<file path="src/rtl/wprot_pkg.sv">
package wprot_pkg;

    localparam int REG_W   = 16;
    localparam int KEY_W   = 8;
    localparam int PROT_W  = REG_W - KEY_W;
    localparam int BE_W    = REG_W / 8;
    localparam logic [KEY_W-1:0]  UNLOCK_KEY = 8'hA5;
    localparam int N_GRP   = 3;
    localparam int GSEL_W  = $clog2(N_GRP + 1);

    // release-bit position for group codes 1..N_GRP
    localparam int GRP_BIT [N_GRP] = '{0, 1, 3};

    typedef enum logic [GSEL_W-1:0] {
        GRP_NONE = 2'd0,
        GRP_CLK  = 2'd1,
        GRP_PWR  = 2'd2,
        GRP_LVD  = 2'd3
    } grp_e;

    function automatic logic [PROT_W-1:0] impl_mask();
        logic [PROT_W-1:0] m;
        m = '0;
        for (int i = 0; i < N_GRP; i++) m[GRP_BIT[i]] = 1'b1;
        return m;
    endfunction

    localparam logic [PROT_W-1:0] PROT_MASK = impl_mask();

    typedef struct packed {
        logic [PROT_W-1:0] prot;
        logic              viol;
    } state_t;

endpackage

</file>
<file path="src/rtl/wprot_key_check.sv">
module wprot_key_check
    import wprot_pkg::*;
#(
    parameter int W  = REG_W,
    parameter int KW = KEY_W,
    parameter logic [KW-1:0] KEY = UNLOCK_KEY
) (
    input  logic            wr,
    input  logic [W/8-1:0]  be,
    input  logic [W-1:0]    wdata,
    output logic            accept
);
    localparam int KLO = W - KW;

    always_comb begin
        accept = wr && (&be) && (wdata[W-1:KLO] == KEY);
    end
endmodule

</file>
<file path="src/rtl/wprot_gate.sv">
module wprot_gate
    import wprot_pkg::*;
#(
    parameter int NG = N_GRP,
    parameter int PW = PROT_W,
    parameter int SW = GSEL_W
) (
    input  logic [PW-1:0] prot,
    input  logic [SW-1:0] sel,
    input  logic          wr_in,
    output logic          wr_out,
    output logic          locked_hit
);
    logic [NG:0] grp_en;

    assign grp_en[0] = 1'b1;   // code 0: unprotected range

    genvar gi;
    generate
        for (gi = 1; gi <= NG; gi++) begin : g_en
            assign grp_en[gi] = prot[GRP_BIT[gi-1]];
        end
    endgenerate

    always_comb begin
        wr_out     = wr_in &  grp_en[sel];
        locked_hit = wr_in & ~grp_en[sel];
    end
endmodule

</file>
<file path="src/rtl/wprot_ctrl.sv">
module wprot_ctrl
    import wprot_pkg::*;
(
    input  logic              clk,
    input  logic              rst_n,
    input  logic              bus_wr,
    input  logic              bus_addr,
    input  logic [BE_W-1:0]   bus_be,
    input  logic [REG_W-1:0]  bus_wdata,
    output logic [REG_W-1:0]  rd_data,
    input  logic [GSEL_W-1:0] grp_sel,
    input  logic              grp_wr_in,
    output logic              grp_wr_out,
    output logic              viol_flag
);
    state_t st_d, st_q;
    logic   ctl_accept;
    logic   locked_hit;
    logic   viol_clr;

    wprot_key_check #(.W(REG_W), .KW(KEY_W), .KEY(UNLOCK_KEY)) u_key (
        .wr     (bus_wr && !bus_addr),
        .be     (bus_be),
        .wdata  (bus_wdata),
        .accept (ctl_accept)
    );

    wprot_gate #(.NG(N_GRP), .PW(PROT_W), .SW(GSEL_W)) u_gate (
        .prot       (st_q.prot),
        .sel        (grp_sel),
        .wr_in      (grp_wr_in),
        .wr_out     (grp_wr_out),
        .locked_hit (locked_hit)
    );

    always_comb begin
        viol_clr = bus_wr && bus_addr && bus_be[0] && bus_wdata[0];
        st_d = st_q;
        if (ctl_accept) st_d.prot = bus_wdata[PROT_W-1:0] & PROT_MASK;
        if (viol_clr)   st_d.viol = 1'b0;
        if (locked_hit) st_d.viol = 1'b1;   // set wins over clear
    end

    always_ff @(posedge clk or negedge rst_n) begin
        if (!rst_n) st_q <= '0;
        else        st_q <= st_d;
    end

    always_comb begin
        if (bus_addr) rd_data = {{(REG_W-1){1'b0}}, st_q.viol};
        else          rd_data = {{KEY_W{1'b0}}, st_q.prot};
        viol_flag = st_q.viol;
    end

    // wrong key never changes the control bits nor raises the flag
    assert_bad_key_R3: assert property (@(posedge clk) disable iff (!rst_n)
        (bus_wr && !bus_addr && bus_wdata[REG_W-1:PROT_W] != UNLOCK_KEY && !locked_hit && !st_q.viol)
        |=> ($stable(st_q.prot) && !st_q.viol));

    // partial-width writes to the control register are dropped
    assert_byte_write_R4: assert property (@(posedge clk) disable iff (!rst_n)
        (bus_wr && !bus_addr && !(&bus_be)) |=> $stable(st_q.prot));

    // unimplemented bits never become set
    assert_reserved_zero_R6: assert property (@(posedge clk) disable iff (!rst_n)
        (st_q.prot & ~PROT_MASK) == '0);

    // gated strobe never fires without the incoming strobe
    assert_gate_needs_strobe_R7: assert property (@(posedge clk) disable iff (!rst_n)
        grp_wr_out |-> grp_wr_in);

    // a dropped write raises the flag on the next cycle
    assert_viol_set_R8: assert property (@(posedge clk) disable iff (!rst_n)
        (grp_wr_in && !grp_wr_out) |=> viol_flag);

    // flag only drops through an explicit clear
    assert_viol_sticky_R9: assert property (@(posedge clk) disable iff (!rst_n)
        (viol_flag && !viol_clr) |=> viol_flag);

endmodule

</file>
<file path="config.mk">
export PLATFORM = sky130hd
export DESIGN_NAME = wprot_ctrl
export DESIGN_NICKNAME = d
export VERILOG_FILES = /design/src/rtl/wprot_pkg.sv /design/src/rtl/wprot_key_check.sv /design/src/rtl/wprot_gate.sv /design/src/rtl/wprot_ctrl.sv
export SDC_FILE = /design/constraint.sdc
export NUM_CORES = 1
export LEC_CHECK = 0
export ABC_AREA = 1
export BUFFER_PORTS_ARGS = -buffer_cell sky130_fd_sc_hd__buf_2
export CAP_MARGIN = 20
export CELL_PAD_IN_SITES_DETAIL_PLACEMENT = 1
export CELL_PAD_IN_SITES_GLOBAL_PLACEMENT = 1
export CORE_MARGIN = 1.5
export CORE_UTILIZATION = 18
export DETAILED_ROUTE_END_ITERATION = 7
export PLACE_DENSITY = 0.79
export SYNTH_ARGS = -nofsm -noshare
export SYNTH_HDL_FRONTEND = slang
export SYNTH_SLANG_ARGS = --single-unit
</file>
<file path="constraint.sdc">
create_clock -name clk -period 0.8 [get_ports clk]
set_input_delay 0.16 -clock clk [delete_from_list [all_inputs] [get_ports clk]]
set_output_delay 0.16 -clock clk [all_outputs]
set_load 0.03 [all_outputs]
</file>
==> metrics.log <==
[metrics] outcome: finished with violations
[metrics] violations in the final reports: negative setup slack
[metrics] power per unit of standard cell area: 1042 nW/um^2
[metrics] clock latency on the worst-skew pair: 0.24 ns
[metrics] Critical path buffers and inverters: 2
[metrics] leakage power of the design: 0.4223 nW
[metrics] final max-slew violation count: 0
[metrics] worst min-delay path class: primary input to register
[metrics] post-CTS clock slew at the launch and capture registers of the worst setup and hold paths: 0.03 ns
[metrics] Post-synth EDFFs: 0
[metrics] startpoint type of the worst setup path: register
[metrics] max incr delay on CP: 0.35 ns
[metrics] top-count cell post-synth: sky130_fd_sc_hd__nand2_1
[metrics] category of the critical setup timing path: register to output port
[metrics] maximum number of pins on one net before global-route repair: 7
[metrics] routed length on met3: approximately 90 um
[metrics] Area growth, synth to finish: 79.22%
[metrics] total negative slack for setup checks: -1.835 ns
[metrics] top cell type's share of synthesized area: 0.2410
[metrics] fraction of final layout cells with drive strength greater than 1: 0.5385
[metrics] final weighted congestion in routability-driven placement: 0.7313
[metrics] DRT Pass-1 Iters: 2
[metrics] crit path time final: 1.252 ns
[metrics] total clock buffers created by CTS: 3
[metrics] Post-Synthesis Cells: 67
[metrics] Initial Utilization: 0.1896
[metrics] Post-Syn Area per Cell: 6.200 sq um
[metrics] TritonCTS clock tree: yes
[metrics] final-report setup violation count: 9
[metrics] Antenna diodes: 0
[metrics] layout net count: 130
[metrics] global-route wire length before repair: 2014 um
[metrics] startpoint of the worst-slack reg-to-reg timing path: st_q[4]
[metrics] synthesized area: 415.4 sq um
[metrics] number of global-route vias before repair: 506
[metrics] worst clock skew: 0.009281 ns
[metrics] hold violation total from the final report: 0
[metrics] Final Routed Wirelength: 1297 um
[metrics] Horiz. Die Dim: 51.04 um
[metrics] DR vias: 501
[metrics] Synth cell types: 12
[metrics] via density per instance: 3.795
[metrics] met2 WL: 783 um
[metrics] metal1 wirelength: 423 um
[metrics] Bufs on Longest Clock Path: 2
[metrics] worst endpoint required time: around 0.64 ns
[metrics] biggest area contributors in the synthesized netlist: sky130_fd_sc_hd__dfrtp_1 (24%), sky130_fd_sc_hd__buf_4 (23%), sky130_fd_sc_hd__nand2_1 (18%)
[metrics] Syn. warnings: 0
[metrics] WP data arrival: 1.09 ns
[metrics] final-layout fill cell count: approximately 280
[metrics] number of rows in the core area: 17
[metrics] ports placed on the boundary: 43
[metrics] critical path endpoint category: output port
[metrics] flip-flop and latch count after synthesis: 4
[metrics] start point of the critical path: st_q[2]
[metrics] top cells by instance count after synthesis: sky130_fd_sc_hd__nand2_1 (20), sky130_fd_sc_hd__buf_4 (13), sky130_fd_sc_hd__inv_1 (11), sky130_fd_sc_hd__nand3_1 (6), sky130_fd_sc_hd__nor2_1 (5)
[metrics] total of max-cap violations: 0
[metrics] residual overflow from global routing: 0
[metrics] PortBufs: 24
[metrics] slowest CP cell: sky130_fd_sc_hd__dfrtp_1
[metrics] H-tree level count: 1
[metrics] Total Die Area: 2605 sq um
[metrics] final core utilization: 0.3398
[metrics] Cell Chain, Critical Path: inv_2, nand2_2, nand3_4, a21boi_4, buf_6
[metrics] setup slack after placement: -0.2808 ns
[metrics] dpl hpwl: around 1000 um
[metrics] Detailed Route Iter0 Violations: 1
[metrics] die height: 51.04 um
[metrics] highest achievable clock rate: 798.9 MHz
[metrics] routed len/inst: approximately 9.8 um
[metrics] Async S/R FF share, synth: 1.000
[metrics] biggest fanout along the worst timing path: 2
[metrics] dominant register cell in the synthesized netlist: sky130_fd_sc_hd__dfrtp_1
[metrics] family with the most delay on the worst path: flip-flops
[metrics] GRT Util Overall: 0.1036
[metrics] hold path start: bus_wdata[1]
[metrics] biggest area consumer among synthesized cells: sky130_fd_sc_hd__dfrtp_1
[metrics] number of clock sinks: 4
[metrics] final total power: 0.7759 mW
[metrics] final worst path period share: 1.565
[metrics] count of nets left with antenna violations after detail routing: 0
[metrics] setup repair after global routing missed its margin: yes
[metrics] sequential-to-total area share from yosys stat: 0.2410
[metrics] initial antenna violation count: 0
[metrics] drc violations: 0
[metrics] Final Worst Setup Slack: -0.4517 ns
[metrics] top layer reached by signal wires: met3
[metrics] core footprint: about 2200 sq um
[metrics] maximum resistive drop on vdd: 0.4224 mV
[metrics] cell at the root of the clock tree: sky130_fd_sc_hd__clkbuf_4
[state kept, by name, summed over array words and instances (netlist names)]
name / count
st_q: 3
viol_flag: 1
[cells in the final DEF (no fill, tap or decap), types with 4 or more instances in the layout]
master	count
sky130_fd_sc_hd__nand3_1	4
sky130_fd_sc_hd__buf_6	9
sky130_fd_sc_hd__nand2_2	4
sky130_fd_sc_hd__buf_2	19
sky130_fd_sc_hd__buf_4	5
sky130_fd_sc_hd__nor2_2	4
sky130_fd_sc_hd__inv_1	9
sky130_fd_sc_hd__conb_1	13
sky130_fd_sc_hd__nand2_1	13
[cell type report]
class / instances / area [sq um] / area share
Timing Repair Buffer: 34 / 244.0 / 0.3277
Tap cell: 28 / 35.03 / 0.04706
Inverter: 11 / 41.29 / 0.05546
Sequential cell: 4 / 101.3 / 0.1361
Clock buffer: 4 / 26.28 / 0.03529
Multi-Input combinational cell: 51 / 296.5 / 0.3983
[power breakdown]
group | internal [mW] | total [mW] | switching, mW | leakage, nW
Clock | 0.187 | 0.275 | 0.0877 | 0.0150
Combinational | 0.0977 | 0.286 | 0.188 | 0.356
Sequential | 0.209 | 0.215 | 0.00579 | 0.0509
[worst min-delay path: cells and delay by family]
| family | cells | cell delay (ns) |
|---|---|---|
| and+or+nand+nor | 2 | 0.12 |
| buffers and inverters | 1 | 0.08 |
[final timing paths]
path | endpoint | slack [ns] | depth (start not counted)
min in group asynchronous | st_q[1] | 0.26 | 2
worst max register to register | st_q[4] | -0.14 | 5
max in group asynchronous | viol_flag | 0.41 | 2
worst max-delay path | grp_wr_out | -0.45 | 5
worst min-delay path | st_q[2] | 0.17 | 3
worst min register to register | viol_flag | 0.54 | 2
[through the flow]
stage	hold WS [ns]	instance area (sq um)	cells
2_1_floorplan	-0.1356	490.5	79
4_1_cts	0.1758	700.7	130
3_5_place_dp	-0.02736	578.1	122
5_1_grt	0.1882	744.5	132
6_report	0.1690	744.5	132
3_3_place_gp	-0.03314	578.1	122
[metal layers]
layer  vias to the layer above  track usage
li1                        249            -
met1                       232       0.1048
met2                        20       0.1905
met3                         0      0.03801
met4                         0      0.04054
met5                         -            0
[cells by family (layout without fill, tap and decap cells)]
family | after synthesis | after routing | share of synthesized area
AND/OR/NAND/NOR | 35 | 35 | 0.3675
other | 1 | 13 | 0.009027
flip-flops | 4 | 4 | 0.2410
AO/OA/AOI/OAI | 3 | 3 | 0.04819
buffers and inverters | 24 | 49 | 0.3343
[timing repair]
item	in CTS	in global routing
setup buffers	3	3
setup endpoints to repair	6	9
endpoints found under the hold margin	4	0
hold buffers	1	0
pin swaps	5	4
resized for setup	19	10
No activity file was read; power rests on OpenSTA's default activity.
